[src/rtl/eth_rx_pkg.sv]
package eth_rx_pkg;
    localparam logic [7:0] SFD_OCTET = 8'hD5;
    localparam int         DA_OCTETS = 6;
    localparam int         IDX_W     = $clog2(DA_OCTETS);
    localparam int         TAIL_CLKS = 3;
    localparam int         TAIL_W    = $clog2(TAIL_CLKS + 1);

    typedef enum logic [2:0] {
        ST_HUNT,
        ST_ADDR,
        ST_PASS,
        ST_DROP,
        ST_TAIL
    } rx_state_e;
endpackage

[src/rtl/eth_rx_deser.sv]
module eth_rx_deser
    import eth_rx_pkg::*;
(
    input  logic       clk,
    input  logic       rst_n,
    input  logic       rx_bit,
    input  logic       shift_en,
    input  logic       clear_all,
    input  logic       clear_cnt,
    output logic [7:0] octet_next,
    output logic       octet_done,
    output logic       sfd_hit
);
    typedef struct packed {
        logic [7:0] sh;
        logic [2:0] cnt;
    } deser_t;

    deser_t q, d;

    always_comb begin
        octet_next = {rx_bit, q.sh[7:1]};
        octet_done = shift_en && (q.cnt == 3'd7);
        sfd_hit    = shift_en && (octet_next == SFD_OCTET);
        d = q;
        if (clear_all) begin
            d = '0;
        end else if (shift_en) begin
            d.sh  = octet_next;
            d.cnt = clear_cnt ? 3'd0 : q.cnt + 3'd1;
        end else if (clear_cnt) begin
            d.cnt = 3'd0;
        end
    end

    always_ff @(posedge clk or negedge rst_n) begin
        if (!rst_n) q <= '0;
        else        q <= d;
    end
endmodule

[src/rtl/eth_rx_addr_match.sv]
module eth_rx_addr_match
    import eth_rx_pkg::*;
(
    input  logic             clk,
    input  logic             rst_n,
    input  logic             start,
    input  logic             octet_valid,
    input  logic [IDX_W-1:0] octet_idx,
    input  logic [7:0]       octet,
    input  logic [47:0]      station_addr,
    output logic             match_now
);
    typedef struct packed {
        logic uc_ok;
        logic bc_ok;
    } match_t;

    match_t     q, d;
    logic [7:0] st_octet;
    logic       eq_uc, eq_bc;

    always_comb begin
        st_octet  = station_addr[8*octet_idx +: 8];
        eq_uc     = (octet == st_octet);
        eq_bc     = (octet == 8'hFF);
        match_now = (q.uc_ok && eq_uc) || (q.bc_ok && eq_bc);
        d = q;
        if (start) begin
            d.uc_ok = 1'b1;
            d.bc_ok = 1'b1;
        end else if (octet_valid) begin
            d.uc_ok = q.uc_ok && eq_uc;
            d.bc_ok = q.bc_ok && eq_bc;
        end
    end

    always_ff @(posedge clk or negedge rst_n) begin
        if (!rst_n) q <= '0;
        else        q <= d;
    end
endmodule

[src/rtl/eth_rx_fifo.sv]
module eth_rx_fifo #(
    parameter  int DEPTH = 16,
    localparam int PTR_W = $clog2(DEPTH),
    localparam int LVL_W = $clog2(DEPTH + 1)
) (
    input  logic             clk,
    input  logic             rst_n,
    input  logic             flush,
    input  logic             push,
    input  logic [7:0]       wdata,
    input  logic             pop,
    output logic [7:0]       rdata,
    output logic [LVL_W-1:0] level
);
    typedef struct packed {
        logic [PTR_W-1:0] wr;
        logic [PTR_W-1:0] rd;
        logic [LVL_W-1:0] cnt;
    } ptr_t;

    ptr_t       q, d;
    logic [7:0] mem [DEPTH];
    logic       do_push, do_pop, full;

    function automatic logic [PTR_W-1:0] bump(input logic [PTR_W-1:0] p);
        return (p == PTR_W'(DEPTH - 1)) ? '0 : p + 1'b1;
    endfunction

    always_comb begin
        full    = (q.cnt == LVL_W'(DEPTH));
        do_pop  = pop && (q.cnt != '0);
        do_push = push && (!full || do_pop);
        d = q;
        if (flush) begin
            d = '0;
        end else begin
            if (do_push) d.wr = bump(q.wr);
            if (do_pop)  d.rd = bump(q.rd);
            if (do_push && !do_pop)      d.cnt = q.cnt + 1'b1;
            else if (do_pop && !do_push) d.cnt = q.cnt - 1'b1;
        end
    end

    always_ff @(posedge clk or negedge rst_n) begin
        if (!rst_n) q <= '0;
        else        q <= d;
    end

    always_ff @(posedge clk) begin
        if (do_push && !flush) mem[q.wr] <= wdata;
    end

    assign rdata = mem[q.rd];
    assign level = q.cnt;
endmodule

[src/rtl/eth_rx_front.sv]
module eth_rx_front
    import eth_rx_pkg::*;
#(
    parameter  int FIFO_DEPTH = 16,
    localparam int LVL_W      = $clog2(FIFO_DEPTH + 1)
) (
    input  logic             clk,
    input  logic             rst_n,
    input  logic             rx_crs,
    input  logic             rx_bit,
    input  logic [47:0]      station_addr,
    input  logic [LVL_W-1:0] burst_thresh,
    input  logic             rd_en,
    output logic [7:0]       rd_data,
    output logic [LVL_W-1:0] fifo_level,
    output logic             frame_valid,
    output logic             xfer_en,
    output logic             burst_req,
    output logic             frame_done
);
    localparam logic [IDX_W-1:0]  DA_LAST  = IDX_W'(DA_OCTETS - 1);
    localparam logic [TAIL_W-1:0] TAIL_END = TAIL_W'(TAIL_CLKS - 1);

    typedef struct packed {
        rx_state_e         state;
        logic              fv;
        logic              xfer;
        logic              drain;
        logic              done;
        logic [IDX_W-1:0]  da_idx;
        logic [TAIL_W-1:0] tail_cnt;
    } ctl_t;

    ctl_t       q, d;
    logic       shift_en, clear_all, sfd_take, addr_octet;
    logic [7:0] octet_next;
    logic       octet_done, sfd_hit, addr_match;
    logic       push, flush;

    assign shift_en   = rx_crs && (q.state != ST_TAIL);
    assign clear_all  = (q.state == ST_TAIL) || (q.state == ST_HUNT && !rx_crs);
    assign sfd_take   = (q.state == ST_HUNT) && sfd_hit;
    assign addr_octet = (q.state == ST_ADDR) && rx_crs && octet_done;

    eth_rx_deser u_deser (
        .clk        (clk),
        .rst_n      (rst_n),
        .rx_bit     (rx_bit),
        .shift_en   (shift_en),
        .clear_all  (clear_all),
        .clear_cnt  (sfd_take),
        .octet_next (octet_next),
        .octet_done (octet_done),
        .sfd_hit    (sfd_hit)
    );

    eth_rx_addr_match u_match (
        .clk          (clk),
        .rst_n        (rst_n),
        .start        (sfd_take),
        .octet_valid  (addr_octet),
        .octet_idx    (q.da_idx),
        .octet        (octet_next),
        .station_addr (station_addr),
        .match_now    (addr_match)
    );

    eth_rx_fifo #(.DEPTH(FIFO_DEPTH)) u_fifo (
        .clk   (clk),
        .rst_n (rst_n),
        .flush (flush),
        .push  (push),
        .wdata (octet_next),
        .pop   (rd_en),
        .rdata (rd_data),
        .level (fifo_level)
    );

    always_comb begin
        d      = q;
        d.done = 1'b0;
        push   = 1'b0;
        flush  = 1'b0;
        unique case (q.state)
            ST_HUNT: begin
                if (sfd_take) begin
                    flush    = 1'b1;
                    d.state  = ST_ADDR;
                    d.fv     = 1'b1;
                    d.xfer   = 1'b0;
                    d.drain  = 1'b0;
                    d.da_idx = '0;
                end
            end
            ST_ADDR, ST_PASS, ST_DROP: begin
                if (!rx_crs) begin
                    d.state    = ST_TAIL;
                    d.fv       = 1'b0;
                    d.tail_cnt = '0;
                end else if (octet_done) begin
                    push = (q.state != ST_DROP);
                    if (q.state == ST_ADDR) begin
                        d.da_idx = q.da_idx + 1'b1;
                        if (q.da_idx == DA_LAST) begin
                            if (addr_match) begin
                                d.state = ST_PASS;
                                d.xfer  = 1'b1;
                            end else begin
                                d.state = ST_DROP;
                                flush   = 1'b1;
                            end
                        end
                    end
                end
            end
            ST_TAIL: begin
                d.tail_cnt = q.tail_cnt + 1'b1;
                if (q.tail_cnt == TAIL_END) begin
                    d.state = ST_HUNT;
                    d.done  = 1'b1;
                    d.drain = q.xfer;
                end
            end
            default: d.state = ST_HUNT;
        endcase
    end

    always_ff @(posedge clk or negedge rst_n) begin
        if (!rst_n) begin
            q       <= '0;
            q.state <= ST_HUNT;
        end else begin
            q <= d;
        end
    end

    assign frame_valid = q.fv;
    assign xfer_en     = q.xfer;
    assign frame_done  = q.done;
    assign burst_req   = q.xfer && (fifo_level != '0) &&
                         ((fifo_level >= burst_thresh) || q.drain);

    assert_no_fill_idle_R1: assert property (@(posedge clk) disable iff (!rst_n)
        !frame_valid |=> fifo_level <= $past(fifo_level));

    assert_flush_on_sfd_R2: assert property (@(posedge clk) disable iff (!rst_n)
        $rose(frame_valid) |-> fifo_level == '0);

    assert_hold_at_sfd_R4: assert property (@(posedge clk) disable iff (!rst_n)
        $rose(frame_valid) |-> !xfer_en && !burst_req);

    assert_drop_empty_R6: assert property (@(posedge clk) disable iff (!rst_n)
        (q.state == ST_DROP) |-> (fifo_level == '0) && !xfer_en);

    assert_tail_len_R9: assert property (@(posedge clk) disable iff (!rst_n)
        frame_done |-> !$past(frame_valid, 3) && $past(frame_valid, 4));
endmodule

[config.mk]
export PLATFORM = sky130hd
export DESIGN_NAME = eth_rx_front
export DESIGN_NICKNAME = d
export VERILOG_FILES = /design/src/rtl/eth_rx_pkg.sv /design/src/rtl/eth_rx_deser.sv /design/src/rtl/eth_rx_addr_match.sv /design/src/rtl/eth_rx_fifo.sv /design/src/rtl/eth_rx_front.sv
export SDC_FILE = /design/constraint.sdc
export NUM_CORES = 1
export LEC_CHECK = 0
export CAP_MARGIN = 20
export CORE_MARGIN = 2
export CORE_UTILIZATION = 52
export CTS_CLUSTER_DIAMETER = 100
export DETAILED_ROUTE_END_ITERATION = 12
export PLACE_DENSITY = 0.76
export SLEW_MARGIN = 20
export SYNTH_ARGS = -nofsm -noshare
export SYNTH_HDL_FRONTEND = slang
export SYNTH_SLANG_ARGS = --single-unit
export TNS_END_PERCENT = 1
[constraint.sdc]
create_clock -name clk -period 2.8 [get_ports clk]
set_input_delay 0.84 -clock clk [delete_from_list [all_inputs] [get_ports clk]]
set_output_delay 0.84 -clock clk [all_outputs]
set_load 0.02 [all_outputs]
==> results.md, run 1 <==
- The flow ran to the end, but the final reports show violations.
- The final reports fail on negative setup slack.
- Input and output buffers added on the ports amount to 74.
- The detailed router placed a little over 5000 vias in this run.
- The xor and xnor area share after synthesis is 0.0135.
- In this design, the stage delay of the slowest critical-path cell is between 0.5 and 0.6 ns.
- Once layout is complete, the utilization of the core stands at 0.704.
- The total power is 7300 uW.
- The largest clock skew in the final design is approximately 0.0090 ns.
- The repair_antennas step left the layout with diodes totalling 0.
- The global placement routability congestion is around 0.80.
- The beginning of the critical path is u_fifo.q[5].
- The final layout net count is between 700 and 800.
- The combinational cell fraction of total power is 0.291.
- In this run the number of cells on the critical path is 4.
- The startpoint of the worst register-to-register path is u_fifo.level[0].
- The total overflow left after global routing is 0.
- The area taken by multi-input logic gates is 3040 sq um.
- The compound-gate portion of the synthesized area is 0.0919.
- STA classifies the critical path startpoint as a flip-flop.
- The post-synthesis sequential element count is about 170.
- The worst setup path endpoint is rd_data[7].
- The cell repeated most along the worst path is sky130_fd_sc_hd__mux4_2.
- The placed instance area is ~9500 sq um.
- The sink count of the clock tree is ~170.
- The area fraction of the dominant cell type after synthesis is 0.494.
- The number of antenna violations at the first check in global routing was 0.
- The leading cell type in the layout, fill and taps excluded is sky130_fd_sc_hd__edfxtp_1.
- The power density over cell area is ~700 nW/um^2.
- After synthesis, the largest family of logic cells by area is multiplexers.
- The sequential cells in the finished layout cover a total of between 4000 and 5000 sq um.
- The number of global-route vias before repair was between 5000 and 6000.
- The H-tree was split into 4 levels.
- The y dimension of the die is 126 um.
- The worst hold slack across all endpoints is 0.514 ns.
- The multiplexer share of the synthesized area is 0.157.
- After layout, the minimum clock period comes to approximately 3.1 ns.
- The number of iterations in the first detailed-routing pass is 5.
- The clock latency at the later pin of the worst-skew pair is 0.42 ns.
- The number of buffers and inverters on the critical path is 2.
- The share of the Yosys chip area taken by registers is 0.613.
- 75 I/O pins were placed.
- The number of distinct library cells after synthesis is 56.
- The number of hold-slack violations in the final timing report is 0.
- The min-delay analysis places its worst path in the category flip-flop to flip-flop.
- The placeable core region is 14600 sq um.
- During synthesis, Yosys emitted a total of 0 warnings.
- For flop-to-flop paths, the worst setup slack is -0.20 ns.
- The signal on the critical path passes through buf_12, mux4_2, mux4_2, buf_2.
- The routed length per instance is about 23 um.
- The worst-case IR drop observed on VDD is 0.489 mV.
- The die area is 16000 sq um.
- The initial core utilization is 0.534.
- The data required time at the worst endpoint is around 2 ns.
- The global-route usage over all layers is 0.248.
- The die is between 100 and 150 um wide.
- The synthesis-to-finish area growth is 32.0%.
- The critical path class is flip-flop to primary output.
- The number of hold-repair buffers added at the cts stage is 0.
- The count of flip-flops with a built-in enable after synthesis is roughly 130.
- Summed over all cells, the static leakage comes to about 0.0035 uW.
- The depth of the most critical reg-to-reg path is 11.
- The nature of the critical path endpoint is a primary output.
- The maximum number of pins on one net before global-route repair is 38.
- The overall routed net length is 19200 um.
- The share of synthesized flip-flops with an asynchronous set or reset is 0.224.
- The CTS clock-pin slew for the worst setup and hold paths is roughly 0.07 ns.
- The area of all placed cells without fillers is ~10000 sq um.
- The main flop type after synthesis is sky130_fd_sc_hd__edfxtp_1.
- Counting every net in the synthesized netlist gives 586.
- In the final layout, the share of cells above drive strength 1 is 0.332.
- The number of standard-cell rows in the floorplan is 44.
- Once routing completed, OpenROAD measured the worst setup slack at -0.325 ns.
- The switching share of total power is 0.289.
- Dividing the detail-routed via count by the number of cells gives a little over 6.
- By area the synthesized netlist is led by sky130_fd_sc_hd__edfxtp_1 (49%), sky130_fd_sc_hd__mux4_2 (13%), sky130_fd_sc_hd__dfrtp_1 (12%).
- The number of DRC violations after detailed routing is 0.
- Dividing the final minimum period by the clock period gives 1.12.
- After synthesis the cells add up to approximately 8000 sq um.
- The part of the power in registers is 0.387.
- The proportion of power drawn by the clock network is 0.321.
- The internal power of the cells totals 5190 uW.
- The maximum number of buffers from clock root to sink is 2.
- In this run the critical register-to-register path is captured at u_fifo.level[4].
- Of the total synthesized cell area, the portion taken by AND, OR, NAND and NOR gates is 0.0632.
- The number of fill cells in the layout is 892.
- The first routing iteration left between 500 and 600 violations.
- Of the total synthesized cell area, the portion taken by full adders, half adders and majority gates is 0.0315.
- For this run, the top clock speed supported by timing is 0.320 GHz.
- Setup violations remaining at the end of the flow were counted as 84.
- The post-synthesis area per instance is roughly 15 sq um.
- Setup repair after global routing could not meet its margin everywhere.
- The number of buffers created by CTS is 17.
- The detailed-placement wirelength estimate is between 10000 and 15000 um.
- The final sum of negative setup slack is -4.25 ns.
- The CTS tree is yes.
- The cell at the root of the clock tree is sky130_fd_sc_hd__clkbuf_16.
- The max-capacitance violation count is 0.
- The largest individual stage delay along the critical path comes from the cell sky130_fd_sc_hd__mux4_2.
- The normalized max-slew margin is 0.437.
- The first global-routing pass estimated about 30000 um of wire.
- The cell taking the most area after synthesis is sky130_fd_sc_hd__edfxtp_1.
- The top fanout value on the critical path is 7.
- Counting every instance in the synthesized netlist gives 509.
- The actual transition at the worst max-transition pin is around 0.84 ns.
- The number of nets with antenna violations after routing is 0.
- Leaving out fill and tap cells, the most frequent cells in the layout are sky130_fd_sc_hd__edfxtp_1 (128), sky130_fd_sc_hd__clkdlybuf4s50_1 (55), sky130_fd_sc_hd__buf_4 (54).
- The total net switching power is approximately 2100 uW.
- The final number of max-transition violations is 0.
- The endpoint arrival time on the critical path is around 2.3 ns.
- The critical path's top delay family is multiplexers.
how the worst min path moves through the flow:
stage          cells past startpoint  slack, ns      endpoint         start
6_report                           1       0.51  u_deser.q[2]  u_deser.q[2]
5_1_grt                            1       0.52  u_deser.q[2]  u_deser.q[2]
4_1_cts                            1       0.51  u_deser.q[2]  u_deser.q[2]
3_5_place_dp                       2       0.49  u_match.q[0]  u_match.q[0]
3_3_place_gp                       2       0.48  u_match.q[0]  u_match.q[0]
2_1_floorplan                      2       0.46  u_match.q[1]  u_match.q[1]
state kept, by name (all words and copies together), names as in the netlist:
register and cells:
frame_done 1, frame_valid 1, q 9, u_deser.octet_next 7, u_deser.q 3, u_fifo.level 5
u_fifo.mem 128, u_fifo.q 8, u_match.q 2, xfer_en 1
per-layer routing:
| metal | track usage | up-vias | wire length [um] |
|---|---|---|---|
| li1 | - | 2285 | - |
| met1 | 0.323 | 2642 | 7710 |
| met2 | 0.425 | 240 | 10100 |
| met3 | 0.0477 | 28 | 1120 |
| met4 | 0.0756 | 0 | 284 |
| met5 | 0 | - | 0 |
cell families (layout without fill, tap and decap cells):
family / after synthesis / after routing
DFF: 165 / 165
AOI/OAI and AO/OA: 104 / 104
and+or+nand+nor: 95 / 95
muxes: 64 / 64
buffers and inverters: 50 / 201
adders and majority gates: 19 / 19
xor gates and xnor gates: 12 / 12
synth_stat cells (5+ instances only):
cell / instances
sky130_fd_sc_hd__edfxtp_1: 128
sky130_fd_sc_hd__mux4_2: 46
sky130_fd_sc_hd__dfrtp_1: 37
sky130_fd_sc_hd__a21oi_1: 27
sky130_fd_sc_hd__nand2_1: 25
sky130_fd_sc_hd__nor2_1: 19
sky130_fd_sc_hd__o21ai_0: 19
sky130_fd_sc_hd__ha_1: 18
sky130_fd_sc_hd__inv_1: 16
sky130_fd_sc_hd__clkbuf_1: 15
sky130_fd_sc_hd__mux2i_1: 13
sky130_fd_sc_hd__xnor2_1: 10
sky130_fd_sc_hd__a21oi_2: 9
sky130_fd_sc_hd__a211oi_1: 8
sky130_fd_sc_hd__buf_2: 7
sky130_fd_sc_hd__nand3_1: 7
sky130_fd_sc_hd__nor3_1: 7
sky130_fd_sc_hd__a22o_1: 6
sky130_fd_sc_hd__buf_4: 6
sky130_fd_sc_hd__nand3b_1: 6
sky130_fd_sc_hd__nand4_1: 6
sky130_fd_sc_hd__o21a_1: 6
sky130_fd_sc_hd__mux2_2: 5
sky130_fd_sc_hd__nor2b_1: 5
through the flow:
| stage | instances | setup slack [ns] |
|---|---|---|
| 2_1_floorplan | 509 | -0.219 |
| 3_5_place_dp | 806 | -0.830 |
| 4_1_cts | 842 | -0.400 |
| 6_report | 844 | -0.325 |
| 3_3_place_gp | 806 | -0.843 |
| 5_1_grt | 844 | -0.370 |
repair_timing:
action / 4_1_cts / 5_1_grt
gates cloned: 1 / 0
setup buffers: 3 / 3
resized for setup: 68 / 21
setup endpoints to repair: 149 / 149
pin swaps: 12 / 11
power by group through the flow:
stage	clock, uW	combinational, uW	sequential [uW]
2_1_floorplan	0	1250	2820
3_3_place_gp	0	1920	2860
3_5_place_dp	0	1970	2860
4_1_cts	2360	2120	2830
5_1_grt	2470	2270	2840
6_report	2350	2130	2830
area by class of cell:
cell class	count	share of cell area
Tap cell	184	0.0224
Clock inverter	14	0.0167
Clock buffer	18	0.0418
Multi-Input combinational cell	294	0.296
Inverter	17	0.00621
Timing Repair Buffer	152	0.152
Sequential cell	165	0.464
Power figures use the tool's default switching activity.
==> run 2: changes to the inputs <==
--- a/config.mk
+++ b/config.mk
@@ -7,10 +7,11 @@
 export LEC_CHECK = 0
 export CAP_MARGIN = 20
 export CORE_MARGIN = 2
-export CORE_UTILIZATION = 52
+export CORE_UTILIZATION = 57
 export CTS_CLUSTER_DIAMETER = 100
 export DETAILED_ROUTE_END_ITERATION = 12
-export PLACE_DENSITY = 0.76
+export DONT_BUFFER_PORTS = 1
+export PLACE_DENSITY = 0.75
 export SLEW_MARGIN = 20
 export SYNTH_ARGS = -nofsm -noshare
 export SYNTH_HDL_FRONTEND = slang
==> results.md, run 2 (same netlist as run 1, synthesis figures left out) <==
- The depth of the CTS H-tree is 4.
- The longest clock path from root to sink contains 2 buffers.
- The quantity of I/O buffers inserted on ports is 0.
- Counting the buffers created by CTS gives 17.
- Setup violations remaining at the end of the flow were counted as 9.
- After the first detailed-routing iteration, the DRC count stood at about 500.
- The initialized floorplan defines between 40 and 50 standard-cell rows.
- The final reports fail on negative setup slack.
- The synthesis-to-finish area growth is 16.0%.
- The CTS clock-pin slew for the worst setup and hold paths is around 0.060 ns.
- u_fifo.mem holds more flip-flops than any other register.
- The post-placement cell count is roughly 700.
- The final layout contains routed wiring with a total length of around 17000 um.
- The number of global-route vias before repair is around 4600.
- For this run, the total global-route usage over all layers was measured as 0.250.
- The number of antenna repair diodes is 0.
- Setup total negative slack on the finished layout was measured at -1.85 ns.
- The initial core utilization is 0.585.
- For the pin with the worst max-slew slack, the measured transition is ~0.66 ns.
- Measured along the x axis, the die boundary spans ~120 um.
- The CTS tree is yes.
- The flip-flop count of the largest register after layout is ~130.
- The maximum operating frequency is 0.330 GHz.
- The leakage power summed over all cells is ~0.0030 uW.
- The y dimension of the die is ~120 um.
- The top cell types in the final layout, fill and taps aside, are sky130_fd_sc_hd__edfxtp_1 (128), sky130_fd_sc_hd__mux4_2 (46), sky130_fd_sc_hd__buf_4 (43).
- The sink count of the clock tree is ~170.
- The placeable core region is around 13000 sq um.
- The later pin in the worst-skew pair is clocked with a latency of between 0.4 and 0.5 ns.
- The critical path class is flip-flop to primary output.
- The min-delay analysis places its worst path in the category input pin to async pin.
- In the final layout, the registers with the most flip-flops are u_fifo.mem (128), q (9), u_fifo.q (8).
- In this run the remaining antenna-violating nets after routing total 0.
- The final period demand of the worst path is approximately 3 ns.
- IR analysis of the VDD net gives a maximum drop of roughly 0.33 mV.
- The number of fill cells in the layout is approximately 880.
- After the last flow step, the layout net total stands at roughly 620.
- In the final layout, the share of cells above drive strength 1 is 0.297.
- In the routed layout, each cell is associated on average with a via count of 6.33.
- The final number of max-transition violations is 0.
- Setup repair after global routing could not meet its margin everywhere.
- At the end of routability-driven placement, the weighted congestion stood at about 0.86.
- The cell at the root of the clock tree is sky130_fd_sc_hd__clkbuf_16.
- For this design, the CTS-stage hold fixing added 0 buffers.
- The total vias in the final route is around 4700.
- The run finished, with violations left.
- The number of antenna violations at the first check in global routing is 0.
- The first-pass GRT wire length is around 27000 um.
- Once detailed placement completed, the half-perimeter wirelength came to 11900 um.
- The setup slack after layout is -0.227 ns.
- The leading cell type in the layout, fill and taps excluded is sky130_fd_sc_hd__edfxtp_1.
- The endpoint arrival time on the critical path is about 2.2 ns.
- The largest clock skew in the final design is between 0.009 and 0.01 ns.
- Across the run, the number of max-cap violations was 0.
- The number of hold-slack violations in the final timing report is 0.
- In this run the power density over the cells is between 700 and 800 nW/um^2.
- The die area is 14600 sq um.
- The maximum number of pins on one net before global-route repair is 38.
- The top fanout value on the critical path is 21.
- STA classifies the critical path startpoint as a flip-flop.
- The top-level port count is 75.
- The nature of the critical path endpoint is a primary output.
- STA puts the critical path data required time at around 2 ns.
- The number of iterations in the first detailed-routing pass is 4.
- The finished layout holds between 700 and 800 standard cells, fillers aside.
- Dividing the final minimum period by the clock period gives 1.08.
- The number of DRC violations after detailed routing is 0.
- In the final routed layout, each cell accounts on average for 23.2 um.
- Summed over all layers, the global routing overflow is 0.
- Headroom to the max-slew limit came out at 0.557.
==> run 2: changes by cell type in the layout (fill, tap and decap cells not counted), sizes merged <==
cell | previous run | this run
clkdlybuf4s50 | 55 | 0
clkbuf | 18 | 21
bufinv | 2 | 1
clkinv | 8 | 6
buf | 89 | 52
dlygate4sd2 | 3 | 0
inv | 20 | 17
clkinvlp | 1 | 3
dlymetal6s2s | 5 | 0
==> run 2: power breakdown <==
part           switching, uW  total, uW  internal (uW)
clock                    875       2080           1210
sequential              97.4       2800           2700
combinational            856       1710            852
==> run 2: layout make-up <==
type                            instances  area (sq um)  share of cell area
Sequential cell                       165          4770               0.529
Clock inverter                         10          83.8             0.00929
Clock buffer                           21           440              0.0488
Tap cell                              176           220              0.0244
Inverter                               17          66.3             0.00735
Multi-Input combinational cell        294          2960               0.328
Timing Repair Buffer                   52           485              0.0538
==> run 2: stage by stage <==
step	power [uW]	hold slack, ns	utilization	instance area, sq um	setup slack [ns]
after floorplan	4070	0.461	-	7910	-0.219
after global placement	4460	0.477	0.634	8440	-0.203
after detailed placement	4510	0.490	0.634	8440	-0.242
after CTS	6620	0.0888	0.675	8980	-0.254
after global routing	6870	0.0833	0.679	9030	-0.287
final	6590	0.110	0.679	9030	-0.227
==> run 2: metal layers <==
layer / global-route usage / vias up / share of wire
li1: - / 2079 / -
met5: 0 / - / 0
met3: 0.0578 / 14 / 0.081
met2: 0.409 / 210 / 0.52
met1: 0.339 / 2348 / 0.39
met4: 0.0719 / 0 / 0.010
==> run 2: final timing paths <==
kind / slack (ns) / cells past startpoint / end / from
worst max-delay path: -0.23 / 3 / rd_data[6] / u_fifo.q[5]
worst min-delay path: 0.11 / 0 / q[1] / rst_n
worst max register to register: 0 / 12 / u_fifo.level[4] / u_fifo.level[1]
worst min register to register: 0.50 / 1 / u_deser.q[2] / u_deser.q[2]
max in group asynchronous: 2.60 / 0 / u_fifo.q[5] / rst_n
min in group clk: 0.50 / 1 / u_deser.q[2] / u_deser.q[2]
==> run 2: worst max-delay path, stage by stage, from the launching register on <==
cell and delay, ns:
sky130_fd_sc_hd__dfrtp_2 0.41, sky130_fd_sc_hd__buf_12 0.20, sky130_fd_sc_hd__mux4_2 0.57, sky130_fd_sc_hd__mux4_2 0.57
==> run 2: repair_timing <==
item / in CTS / in global routing
endpoints found under the setup margin: 10 / 149
gates cloned: 0 / 0
pin swaps: 2 / 3
gates resized for setup: 6 / 9
setup buffers: 0 / 1
